### src/rtl/xbe_pkg.sv
package xbe_pkg;

  localparam logic [4:0] OPC_WRITE = 5'd6;
  localparam logic [4:0] OPC_READ  = 5'd7;

  typedef enum logic [3:0] {
    ST_IDLE,
    ST_HRD_CMD,
    ST_HRD_DATA,
    ST_LB_FETCH,
    ST_LB_ACC,
    ST_HWR_CMD,
    ST_HWR_FETCH,
    ST_HWR_BEAT,
    ST_DONE
  } xbe_state_t;

  typedef struct packed {
    logic        is_write;
    logic        irq_en;
    logic        fixed;
    logic [3:0]  lanes;
    logic [31:0] haddr;
    logic [30:0] lbase;
  } xbe_req_t;

endpackage

### src/rtl/xbe_desc_decode.sv
module xbe_desc_decode
  import xbe_pkg::*;
#(
  parameter int DEPTH = 16,
  localparam int CNTW = $clog2(DEPTH + 1)
) (
  input  logic [31:0] w0,
  input  logic [31:0] w1,
  input  logic [31:0] w2,
  input  logic [31:0] w3,
  output xbe_req_t    req,
  output logic [CNTW-1:0] len,
  output logic        len_zero,
  output logic        ok
);

  logic [4:0]  opc;
  logic        opc_ok;
  logic        rsv_ok;
  logic        len_ok;

  assign opc      = w0[31:27];
  assign opc_ok   = (opc == OPC_WRITE) || (opc == OPC_READ);
  assign rsv_ok   = (w0[25:19] == 7'd0) && (w3 == 32'd0);
  assign len_ok   = (w0[13:0] <= 14'(DEPTH));
  assign len_zero = (w0[13:0] == 14'd0);
  assign len      = w0[CNTW-1:0];

  assign ok = opc_ok && rsv_ok && len_ok && (w1[1:0] == 2'b00) && w2[31];

  always_comb begin
    req.is_write = (opc == OPC_WRITE);
    req.irq_en   = w0[26];
    req.fixed    = w0[18];
    req.lanes    = w0[17:14];
    req.haddr    = w1;
    req.lbase    = w2[30:0];
  end

endmodule

### src/rtl/xbe_word_buf.sv
module xbe_word_buf #(
  parameter int DW    = 32,
  parameter int DEPTH = 16,
  localparam int IDXW = $clog2(DEPTH)
) (
  input  logic            clk,
  input  logic            we,
  input  logic [IDXW-1:0] waddr,
  input  logic [DW-1:0]   wdata,
  input  logic [IDXW-1:0] raddr,
  output logic [DW-1:0]   rdata
);

  logic [DW-1:0] mem [DEPTH];

  always_ff @(posedge clk) begin
    if (we) begin
      mem[waddr] <= wdata;
    end
    rdata <= mem[raddr];
  end

endmodule

### src/rtl/xbe_addr_step.sv
module xbe_addr_step #(
  parameter int AW = 31
) (
  input  logic          clk,
  input  logic          rst,
  input  logic          load,
  input  logic [AW-1:0] base,
  input  logic          fixed,
  input  logic          step,
  output logic [AW-1:0] addr
);

  logic fixed_q;

  always_ff @(posedge clk) begin
    if (rst) begin
      addr    <= '0;
      fixed_q <= 1'b0;
    end else if (load) begin
      addr    <= base;
      fixed_q <= fixed;
    end else if (step && !fixed_q) begin
      addr <= addr + AW'(1);
    end
  end

endmodule

### src/rtl/xbus_xfer_engine.sv
module xbus_xfer_engine
  import xbe_pkg::*;
#(
  parameter int DEPTH = 16,
  parameter int DW    = 32,
  localparam int CNTW = $clog2(DEPTH + 1),
  localparam int IDXW = $clog2(DEPTH),
  localparam int AW   = 31
) (
  input  logic            clk,
  input  logic            rst,
  input  logic            desc_valid,
  output logic            desc_ready,
  input  logic [31:0]     desc_word0,
  input  logic [31:0]     desc_word1,
  input  logic [31:0]     desc_word2,
  input  logic [31:0]     desc_word3,
  output logic            hm_cmd_valid,
  input  logic            hm_cmd_ready,
  output logic            hm_cmd_write,
  output logic [31:0]     hm_cmd_addr,
  output logic [CNTW-1:0] hm_cmd_len,
  input  logic            hm_rvalid,
  input  logic [DW-1:0]   hm_rdata,
  output logic            hm_wvalid,
  input  logic            hm_wready,
  output logic [DW-1:0]   hm_wdata,
  output logic            lb_req,
  input  logic            lb_rdy,
  output logic            lb_we,
  output logic [AW-1:0]   lb_addr,
  output logic [3:0]      lb_be_n,
  output logic [DW-1:0]   lb_wdata,
  input  logic [DW-1:0]   lb_rdata,
  output logic            irq,
  output logic            err_flag
);

  xbe_state_t      state;
  xbe_req_t        dec_req;
  xbe_req_t        req_q;
  logic [CNTW-1:0] dec_len;
  logic            dec_zero;
  logic            dec_ok;
  logic [CNTW-1:0] len_q;
  logic [CNTW-1:0] cnt;
  logic            last;
  logic            accept;
  logic            lb_done;
  logic            buf_we;
  logic [DW-1:0]   buf_wdata;
  logic [DW-1:0]   buf_rdata;

  xbe_desc_decode #(.DEPTH(DEPTH)) u_dec (
    .w0       (desc_word0),
    .w1       (desc_word1),
    .w2       (desc_word2),
    .w3       (desc_word3),
    .req      (dec_req),
    .len      (dec_len),
    .len_zero (dec_zero),
    .ok       (dec_ok)
  );

  assign desc_ready = (state == ST_IDLE);
  assign accept     = desc_valid && desc_ready;
  assign last       = (cnt == len_q - CNTW'(1));
  assign lb_done    = (state == ST_LB_ACC) && lb_req && lb_rdy;

  // Buffer is filled from the host on a write command, from the local bus on a read.
  assign buf_we    = ((state == ST_HRD_DATA) && hm_rvalid) ||
                     (lb_done && !req_q.is_write);
  assign buf_wdata = (state == ST_HRD_DATA) ? hm_rdata : lb_rdata;

  xbe_word_buf #(.DW(DW), .DEPTH(DEPTH)) u_buf (
    .clk   (clk),
    .we    (buf_we),
    .waddr (cnt[IDXW-1:0]),
    .wdata (buf_wdata),
    .raddr (cnt[IDXW-1:0]),
    .rdata (buf_rdata)
  );

  xbe_addr_step #(.AW(AW)) u_addr (
    .clk   (clk),
    .rst   (rst),
    .load  (accept && dec_ok),
    .base  (dec_req.lbase),
    .fixed (dec_req.fixed),
    .step  (lb_done),
    .addr  (lb_addr)
  );

  // Buffer output register feeds both data outputs; its address is held while a beat waits.
  assign lb_wdata = req_q.is_write ? buf_rdata : '0;
  assign hm_wdata = buf_rdata;

  always_ff @(posedge clk) begin
    if (rst) begin
      state        <= ST_IDLE;
      req_q        <= '0;
      len_q        <= '0;
      cnt          <= '0;
      hm_cmd_valid <= 1'b0;
      hm_cmd_write <= 1'b0;
      hm_cmd_addr  <= '0;
      hm_cmd_len   <= '0;
      hm_wvalid    <= 1'b0;
      lb_req       <= 1'b0;
      lb_we        <= 1'b0;
      lb_be_n      <= 4'hF;
      irq          <= 1'b0;
      err_flag     <= 1'b0;
    end else begin
      irq <= 1'b0;
      case (state)
        ST_IDLE: begin
          if (accept) begin
            if (dec_ok) begin
              req_q    <= dec_req;
              len_q    <= dec_len;
              cnt      <= '0;
              err_flag <= 1'b0;
              if (dec_zero) begin
                state <= ST_DONE;
              end else if (dec_req.is_write) begin
                hm_cmd_valid <= 1'b1;
                hm_cmd_write <= 1'b0;
                hm_cmd_addr  <= dec_req.haddr;
                hm_cmd_len   <= dec_len;
                state        <= ST_HRD_CMD;
              end else begin
                state <= ST_LB_FETCH;
              end
            end else begin
              err_flag <= 1'b1;
            end
          end
        end
        ST_HRD_CMD: begin
          if (hm_cmd_ready) begin
            hm_cmd_valid <= 1'b0;
            state        <= ST_HRD_DATA;
          end
        end
        ST_HRD_DATA: begin
          if (hm_rvalid) begin
            if (last) begin
              cnt   <= '0;
              state <= ST_LB_FETCH;
            end else begin
              cnt <= cnt + CNTW'(1);
            end
          end
        end
        ST_LB_FETCH: begin
          lb_req  <= 1'b1;
          lb_we   <= req_q.is_write;
          lb_be_n <= ~req_q.lanes;
          state   <= ST_LB_ACC;
        end
        ST_LB_ACC: begin
          if (lb_rdy) begin
            lb_req <= 1'b0;
            if (last) begin
              cnt <= '0;
              if (req_q.is_write) begin
                state <= ST_DONE;
              end else begin
                hm_cmd_valid <= 1'b1;
                hm_cmd_write <= 1'b1;
                hm_cmd_addr  <= req_q.haddr;
                hm_cmd_len   <= len_q;
                state        <= ST_HWR_CMD;
              end
            end else begin
              cnt   <= cnt + CNTW'(1);
              state <= ST_LB_FETCH;
            end
          end
        end
        ST_HWR_CMD: begin
          if (hm_cmd_ready) begin
            hm_cmd_valid <= 1'b0;
            state        <= ST_HWR_FETCH;
          end
        end
        ST_HWR_FETCH: begin
          hm_wvalid <= 1'b1;
          state     <= ST_HWR_BEAT;
        end
        ST_HWR_BEAT: begin
          if (hm_wready) begin
            hm_wvalid <= 1'b0;
            if (last) begin
              cnt   <= '0;
              state <= ST_DONE;
            end else begin
              cnt   <= cnt + CNTW'(1);
              state <= ST_HWR_FETCH;
            end
          end
        end
        ST_DONE: begin
          irq   <= req_q.irq_en;
          state <= ST_IDLE;
        end
        default: state <= ST_IDLE;
      endcase
    end
  end

endmodule

### config.mk
export PLATFORM = sky130hd
export DESIGN_NAME = xbus_xfer_engine
export DESIGN_NICKNAME = d
export VERILOG_FILES = /design/src/rtl/xbe_pkg.sv /design/src/rtl/xbe_desc_decode.sv /design/src/rtl/xbe_word_buf.sv /design/src/rtl/xbe_addr_step.sv /design/src/rtl/xbus_xfer_engine.sv
export SDC_FILE = /design/constraint.sdc
export NUM_CORES = 1
export LEC_CHECK = 0
export BUFFER_PORTS_ARGS = -buffer_cell sky130_fd_sc_hd__clkbuf_2
export CORE_MARGIN = 10
export CORE_UTILIZATION = 62
export CTS_CLUSTER_SIZE = 28
export DETAILED_ROUTE_END_ITERATION = 7
export PLACE_DENSITY = 0.85
export REMOVE_ABC_BUFFERS = 1
export SLEW_MARGIN = 20
export SYNTH_ARGS = -nofsm -noshare
export SYNTH_HDL_FRONTEND = slang
export SYNTH_SLANG_ARGS = --single-unit
### constraint.sdc
create_clock -name clk -period 6 [get_ports clk]
set_clock_uncertainty 0.05 [all_clocks]
set_input_delay 1.2 -clock clk [delete_from_list [all_inputs] [get_ports clk]]
set_output_delay 1.2 -clock clk [all_outputs]
set_load 0.05 [all_outputs]
# After elaboration in Yosys (flattened, before gate mapping)
# Memories as Yosys holds them, arrays and structs flattened. A register that Yosys moved wholly into a read port is not among the register bits.
# Cells that the tools add are included.
# word_totals
elab_cells	149
mem_bits_rw	512
rom_bits	0
latch_bits	0
reg_bits	132
memories	1
# op_classes
shift	0
reduce_logical	37
n_mux	62
multipliers	0
n_bitwise	2
n_div	0
magnitude_cmp	1
n_eq_ne	24
n_addsub	3
# memory_table
memory	depth	width	read_ports	rd_ports_with_merged_regs	write_ports	line	text
u_buf.mem	16	32	1	1	1	xbe_word_buf.sv:14	logic [DW-1:0] mem [DEPTH];
# op_table
cell	count
32-bit 2-to-1 mux	9
5-bit 2-to-1 mux	13
32-bit one-hot mux with 2 select lines	1
31-bit 2-to-1 mux	2
4-bit 2-to-1 mux	12
32-bit zero test	1
4-bit one-hot mux with 8 select lines	1
31-bit by 1-bit adder with 31-bit output, second input constant	1
5-bit one-hot mux with 4 select lines	1
2-bit != test, second input constant	9
1-bit 2-to-1 mux	17
4-bit by 3-bit == test with 1-bit output, second input constant	4
8-bit AND reduction	2
14-bit by 5-bit <= comparator with 1-bit output, second input constant	1
14-bit zero test	1
1-bit logical AND	12
5-bit by 3-bit == test with 1-bit output, second input constant	2
5-bit one-hot mux with 2 select lines	1
9-bit AND reduction	1
4-bit by 2-bit == test with 1-bit output, second input constant	2
2-bit by 1-bit != test with 1-bit output, second input constant	4
2-bit nonzero test	4
7-bit zero test	1
1-bit one-hot mux with 2 select lines	3
other kinds (19)	24

# Depth between registers and ports, before layout
# Gate-level depths: netlist of run 1.
# logic_depth
word_depth	9
mapped_depth	10

# Modules after synthesis
# A second synthesis of run 1 with hierarchy kept.
# unflattened
cells_unflattened	1804
hier_area_um2	27561.4
# modules_own_cells
module	area_per_inst_um2	cells_each	instances
xbe_word_buf	19835.3	838	1
xbus_xfer_engine	5017.3	623	1
xbe_addr_step	1979.4	245	1
xbe_desc_decode	729.4	98	1

# Worst setup path before layout of run 1
# Ideal clock, no wire load.
# synth_path
path_type	input to register
start	input port lb_rdy
end	memory u_buf.mem[15][0], enable pin
arrival_time_ns	3.037
stages	5
slack_ns	2.492
required_time_ns	5.529
path_cell_list	and3b_1 -> nand3_1 -> nor2_1 -> a21oi_1 -> nor2_1
# synth_between
elab_chain_len	5
# synth_lines
element	line	text
start: declaration	xbus_xfer_engine.sv:29	input logic lb_rdy,
1-bit logical AND	xbus_xfer_engine.sv:68	assign lb_done = (state == ST_LB_ACC) && lb_req && lb_rdy;
1-bit logical AND	xbus_xfer_engine.sv:72	(lb_done && !req_q.is_write);
1-bit logical OR	xbus_xfer_engine.sv:71	assign buf_we = ((state == ST_HRD_DATA) && hm_rvalid) ||
1-bit 2-to-1 mux	xbe_word_buf.sv:17	if (we) begin
1-bit 2-to-1 mux (not written as such)	xbe_word_buf.sv:18	mem[waddr] <= wdata;
end: declaration	xbe_word_buf.sv:14	
# Every way passes these cells.

# Worst setup path in the final report of run 1
# layout_path
start	register state[1]
end	memory u_buf.mem[4][23], enable pin
# layout_between
elab_chain_len	7
word_cells_on_any_way	9
classes_between	eq/ne: 2; mux: 2; reduce/logical: 5
# layout_lines
element	line	text
start: declaration	xbus_xfer_engine.sv:39	xbe_state_t state;
start signal: assignment	xbus_xfer_engine.sv:100	state <= ST_IDLE;
start signal: assignment	xbus_xfer_engine.sv:125	state <= ST_DONE;
start signal: assignment	xbus_xfer_engine.sv:131	state <= ST_HRD_CMD;
4-bit by 3-bit == test with 1-bit output	xbus_xfer_engine.sv:68	
1-bit logical AND (2 in a row)	xbus_xfer_engine.sv:68	
1-bit logical AND	xbus_xfer_engine.sv:72	
1-bit logical OR (*)	xbus_xfer_engine.sv:71	
1-bit 2-to-1 mux (*)	xbe_word_buf.sv:17	
1-bit 2-to-1 mux (not written as such) (*)	xbe_word_buf.sv:18	
# Mark *: on every way between the ends. The rest lies on a longest branch, timed or not.

==> summary.txt, run 1 <==
Setup path
  – Combined buffer and inverter count along the critical path: 2
  – Worst path slowest cell: and2_2
  – WS Path Type: flip-flop to flip-flop
  – Crit. End Element: flip-flop
  – WP data arrival: 4380 ps
  – Worst-path fanout max: 34
  – Critical path startpoint category: flip-flop
  – Crit path cell chain: nor2b_1, and2_2, buf_4, a21oi_1, nor3b_1, and2_2, buf_4
  – Critical Path RT: 6250 ps
  – Critical path's largest stage delay: 980 ps
  – Cell family with most CP delay: simple AND/OR/NAND/NOR gates

Final layout
  – Diode count: 0
  – Filler cells: 2,598
  – Fin cells: 2,596
  – Share of cells above drive strength 1: about 34%
  – Fin area: just over 0.03 mm²
  – Area growth syn-to-layout: 16.1%
  – Nets: 2,165
  – Final core utilization: 72.6%

Global route
  – Vias in the first global route: 16,700
  – Initial antenna violation count: 2
  – First-pass GRT wire length: 108,000 µm
  – Grt ovf: 0
  – Largest net degree at the start of global routing: roughly 100
  – Total GRT Usage: 27.4%

Placement
  – Post-Place Worst Slack: 1810 ps
  – Placed Instances: between 2,000 and 2,500
  – Post-Place Cell Area: 0.0291 mm²
  – IO buf count: 342
  – Routability-driven placement congestion ratio: 1.00
  – Dpl hpwl: 42,900 µm

Logic synthesis
  – Ys async rst share: 0%
  – Syn avg cell area: 16.4 µm²
  – Register area share after synthesis: 69.5%
  – Ys flop type: edfxtp_1
  – Number of flops mapped to enable cells by yosys: approximately 510
  – Area of the mapped netlist: approximately 0.027 mm²
  – #FFs+latches synth: 676
  – Gate Count Post-Synth: 1,634
  – Syn. warnings: 0
  – Post-synth cell types: 61

Clock tree
  – CTS Buffer Depth: 3
  – Clk sinks: 676
  – Post-CTS Repair Setup Buffers: 0
  – Clk_lat worst skew: 600 ps
  – Root buf cell: clkbuf_16
  – Clock H-tree levels: 3
  – CTS Buf Count: 66
  – CTS tree: built
  – Reg clk slew, reported paths: 60 ps
  – CTS Hold Bufs: 0
  – Post-cts sizing count: 0

Route
  – DRC viols: 0
  – Drt via density: 6.37
  – Routed WL: 72,400 µm
  – Drt pass-1 iters: 5
  – DRT iter0 DRCs: 1,788
  – Vias: around 17,000
  – Avg WL per Cell: 27.9 µm
  – Antenna-violating nets left: 0

Floorplanning
  – Die area: a little over 0.05 mm²
  – # IOs: 343
  – Die Span Y: 228 µm
  – Chip width: approximately 230 µm
  – Total core area: 0.0429 mm²
  – Initial Utilization: 62.6%
  – Rows: 76

Flow run
  – Maxcap violations: 0

Timing
  – Max Slew Vio Count: 0
  – Crit path time final: 4130 ps
  – Slew HR: 25.0%
  – Worst hold margin: 401 ps
  – Worst-Margin Slew: 1130 ps
  – Maximum operating frequency: 242 MHz
  – Fin. Hold Viols: 0
  – Fin crit share: about 70%
  – Worst setup margin: 1870 ps
  – RSZ-0062 raised after global routing: false
  – Final setup fails: 0

Outcome
  – Outcome: finished clean

Power
  – Leak: roughly 11 nW
  – VDD IR max: 0.296 mV
  – PwrDens: 296 mW/mm²

Worst hold path
  – HP Class: flip-flop to flip-flop
cell type report:
type	instances	area, µm²	area share (%)
Sequential cell	676	18700	59.9
Multi-Input combinational cell	835	7700	24.7
Timing Repair Buffer	370	1930	6.19
Clock buffer	80	1720	5.53
Tap cell	585	732	2.35
Clock inverter	39	357	1.14
Inverter	11	41.3	0.133
worst reg2reg max path: cells and delay by family (launching register included):
kind	cells	cell delay [ps]
DFF	1	760
buffers and inverters	2	790
and+or+nand+nor	4	1910
AOI/OAI and AO/OA	1	340
cells by family (layout without fill, tap and decap cells):
| logic type | Yosys count | in the layout | share of synthesized area, % |
|---|---|---|---|
| mux | 199 | 199 | 15.0 |
| buf+inv | 123 | 500 | 1.94 |
| simple gates | 391 | 391 | 7.11 |
| flops | 676 | 676 | 69.5 |
| xor+xnor | 30 | 30 | 0.979 |
| compound gates | 209 | 209 | 5.12 |
| fa+ha+maj | 6 | 6 | 0.280 |
layout by cell type, fill, tap and decap left out, types with 7 or more instances in the layout:
master,instances
and3_1,8
nand2_1,173
edfxtp_1,512
nor3_1,11
nor2_1,53
and2_1,35
clkbuf_2,341
clkinv_2,10
a311oi_1,38
o21ai_0,14
inv_1,10
buf_4,28
xor2_1,21
and2_2,16
nand3_1,27
dfxtp_1,159
clkinv_1,13
a211oi_1,26
nand4_1,10
clkbuf_16,66
nor3b_1,7
mux4_2,160
clkbuf_1,12
nor4_1,11
xnor2_1,9
a21oi_1,96
mux2_2,33
per-stage QoR:
stage / setup TNS (ps) / power (W)
floorplan: -704180 / 0.00517
global placement: 0 / 0.00527
detailed placement: 0 / 0.00528
CTS: 0 / 0.00928
global route: 0 / 0.00946
finish: 0 / 0.00924
state kept, by name, summed over array words and instances (netlist names), 4 cells and up:
signal,count
len_q,5
cnt,5
state,4
hm_cmd_addr,32
u_buf.rdata,32
u_addr.addr,31
u_buf.mem,512
hm_cmd_len,5
lb_be_n,4
req_q,38
power by group:
part	total, W	switching, W	internal (W)
registers	0.00502	0.000000329	0.00502
clock network	0.00405	0.00177	0.00228
logic	0.000161	0.0000991	0.0000622
metal layers:
metal,vias up,GRT usage (%),wire length (µm)
li1,7066,-,-
met1,8353,34.0,26600
met2,976,47.7,37900
met3,134,5.17,5990
met4,4,9.50,1990
met5,-,0,22
cells in the mapped netlist, drive strengths merged, types with 28 or more instances:
library cell,number,share of area (%)
edfxtp,512,57
nand2,173,2.4
dfxtp,164,12
mux4,160,13
a21oi,96,1.8
clkbuf,68,0.95
nor2,55,0.78
and2,52,1.2
buf,44,0.83
a311oi,39,1.3
mux2,33,1.4
nand3,28,0.54
final timing paths:
check,startpoint,end,slack (ps),cells after the start
worst max-delay path,state[1]$_SDFFE_PP0P_,u_buf.mem[4][23]$_DFFE_PP_,1870,7
worst min-delay path,u_addr.fixed_q$_SDFFE_PP0P_,u_addr.fixed_q$_SDFFE_PP0P_,400,2
worst max register to register,state[1]$_SDFFE_PP0P_,u_buf.mem[4][23]$_DFFE_PP_,1870,7
worst min register to register,u_addr.fixed_q$_SDFFE_PP0P_,u_addr.fixed_q$_SDFFE_PP0P_,400,2
Power figures use the tool's default switching activity.
==> run 2, diff against run 1 <==
--- a/config.mk
+++ b/config.mk
@@ -7,10 +7,10 @@
 export LEC_CHECK = 0
 export BUFFER_PORTS_ARGS = -buffer_cell sky130_fd_sc_hd__clkbuf_2
 export CORE_MARGIN = 10
-export CORE_UTILIZATION = 62
+export CORE_UTILIZATION = 52
 export CTS_CLUSTER_SIZE = 28
 export DETAILED_ROUTE_END_ITERATION = 7
-export PLACE_DENSITY = 0.85
+export PLACE_DENSITY = 0.76
 export REMOVE_ABC_BUFFERS = 1
 export SLEW_MARGIN = 20
 export SYNTH_ARGS = -nofsm -noshare
==> constraint.sdc (replaced) <==
create_clock -name clk -period 3.6 [get_ports clk]
set_clock_uncertainty 0.05 [all_clocks]
set_input_delay 0.72 -clock clk [delete_from_list [all_inputs] [get_ports clk]]
set_output_delay 0.72 -clock clk [all_outputs]
set_load 0.05 [all_outputs]
==> run 2 against run 1 <==
  * Final cell count up 4.4%
  * Core utilization fell by 11 points
  * Clock power rose by 72%
  * Routed wire length fell by 4.9%
  * Final area is 1.6% higher
  * Global-route usage fell by 5.3 points
  * Clock-buffer cell count increased by 14
  * Sequential cell count is the same
  * Critical path type unchanged
  * Critical endpoint is now u_buf.mem[8][18]$_DFFE_PP_
  * Largest cell class unchanged
==> summary.txt, run 2 (synthesis gave the netlist of run 1 again) <==
Timing
  – RSZ-0062 raised after global routing: false
  – Max Slew Vio Count: 0
  – Worst hold margin: 312 ps
  – Maximum operating frequency: 333 MHz
  – Crit path time final: 3000 ps
  – Worst-Margin Slew: 1010 ps
  – TNS Setup: 0 ps
  – Fin crit share: 83.4%
  – Fin. Hold Viols: 0
  – Final setup fails: 0
  – Slew HR: 32.7%

Outcome
  – Outcome: finished clean

Route
  – Vias: 16,200
  – Avg WL per Cell: 25.4 µm
  – Antenna-violating nets left: 0
  – Routed WL: 68,900 µm
  – Drt pass-1 iters: 5
  – DRC viols: 0
  – Drt via density: 5.98
  – DRT iter0 DRCs: 1,481

Placement
  – Post-Place Cell Area: 0.0294 mm²
  – Placed Instances: 2,582
  – Dpl hpwl: ~42,000 µm
  – IO buf count: 342
  – Routability-driven placement congestion ratio: 0.875

Clock tree
  – CTS tree: built
  – CTS Hold Bufs: 0
  – Clk_lat worst skew: 610 ps
  – Post-CTS Repair Setup Buffers: 0
  – Clock H-tree levels: 3
  – CTS Buf Count: 70
  – CTS Buffer Depth: 3
  – Clk sinks: a little under 700
  – Root buf cell: clkbuf_16
  – Reg clk slew, reported paths: 60 ps
  – Post-cts sizing count: 0

Power
  – Clk network pwr share: roughly 45%
  – PwrDens: 493 mW/mm²
  – Net Sw Frac: 20.1%
  – Comb power frac: 1.8%
  – Leak: around 11 nW
  – Internal: 0.0125 W
  – Total power: 0.0156 W
  – Switching pwr: about 0.0031 W
  – VDD IR max: approximately 0.49 mV
  – Sequential Power Share: a little over half

Final layout
  – Area growth syn-to-layout: 17.9%
  – Largest reg by FF count: u_buf.mem
  – Share of cells above drive strength 1: 34.8%
  – Fin area: 0.0316 mm²
  – Diode count: 0
  – Multi-input logic area: 0.00770 mm²
  – Most frequent cells in the layout: edfxtp_1 (512), clkbuf_2 (342), nand2_1 (173)
  – Regs by FF count: u_buf.mem x512, req_q x38
  – Filler cells: 3,591
  – Largest register FFs: a little over 500
  – Fin cells: between 2,000 and 3,000
  – Nets: 2,180
  – Sequential cell area: 0.0187 mm²
  – Most common cell after layout, fill and taps aside: edfxtp_1

Worst hold path
  – HP Class: input pin to flip-flop

Setup path
  – WP data arrival: about 3200 ps
  – Crit. End Element: flip-flop
  – WS Path Type: flip-flop to flip-flop
  – Worst-path fanout max: 17
  – Critical path startpoint category: flip-flop
  – Critical Path RT: 3830 ps

Floorplanning
  – Rows: 83
  – Total core area: 0.0512 mm²
  – # IOs: 343
  – Initial Utilization: roughly 52%
  – Chip width: ~250 µm
  – Die Span Y: 247 µm
  – Die area: 0.0611 mm²

Global route
  – Initial antenna violation count: 1
  – Grt ovf: 0
  – Vias in the first global route: 16,500
  – First-pass GRT wire length: 102,000 µm
  – Total GRT Usage: 22.1%
  – Largest net degree at the start of global routing: 71

Flow run
  – Maxcap violations: 0
run 2: path summary, 6_finish.rpt:
check | startpoint | endpoint | slack (ps) | cells past startpoint
setup / recovery | state[3]$_SDFFE_PP0P_ | u_buf.mem[8][18]$_DFFE_PP_ | 600 | 6
setup reg to reg | state[3]$_SDFFE_PP0P_ | u_buf.mem[8][18]$_DFFE_PP_ | 600 | 6
hold reg to reg | req_q[60]$_SDFFE_PP0P_ | req_q[60]$_SDFFE_PP0P_ | 400 | 2
hold / removal | desc_word1[3] | req_q[34]$_SDFFE_PP0P_ | 310 | 3
run 2: critical path: stages (launching register included):
cell,delay (ps)
dfxtp_1,440
nor2_1,370
and2_2,230
a21oi_1,200
nor3b_1,450
and2_2,650
buf_12,280
run 2: layer usage:
metal	GRT usage [%]	share of wire [%]	up-vias
met5	0	0	-
met4	6.95	2.4	0
met3	4.59	8.6	124
met2	38.2	51	835
met1	27.7	38	8134
li1	-	-	7110
run 2: layout make-up:
class / instances / area share, %
flip-flops and latches: 676 / 59.0
clock buffers: 94 / 6.08
clock inverters: 34 / 0.862
well taps: 680 / 2.69
inverters: 11 / 0.131
repair buffers: 381 / 6.88
multi-input cells: 835 / 24.3
run 2: power by group through the flow:
stage,logic (W),clock network [W],registers (W)
final,0.000275,0.00696,0.00837
after global routing,0.000303,0.00734,0.00836
after CTS,0.000277,0.00707,0.00837
after detailed placement,0.000274,0,0.00854
after global placement,0.000263,0,0.00853
after floorplan,0.0000792,0,0.00854
run 2: per-stage QoR:
step / util (%) / setup slack (ps)
after floorplan: - / -4420
after global placement: 57.4 / 574
after detailed placement: 57.4 / 432
after CTS: 61.7 / 597
after global routing: 61.8 / 487
final: 61.8 / 598
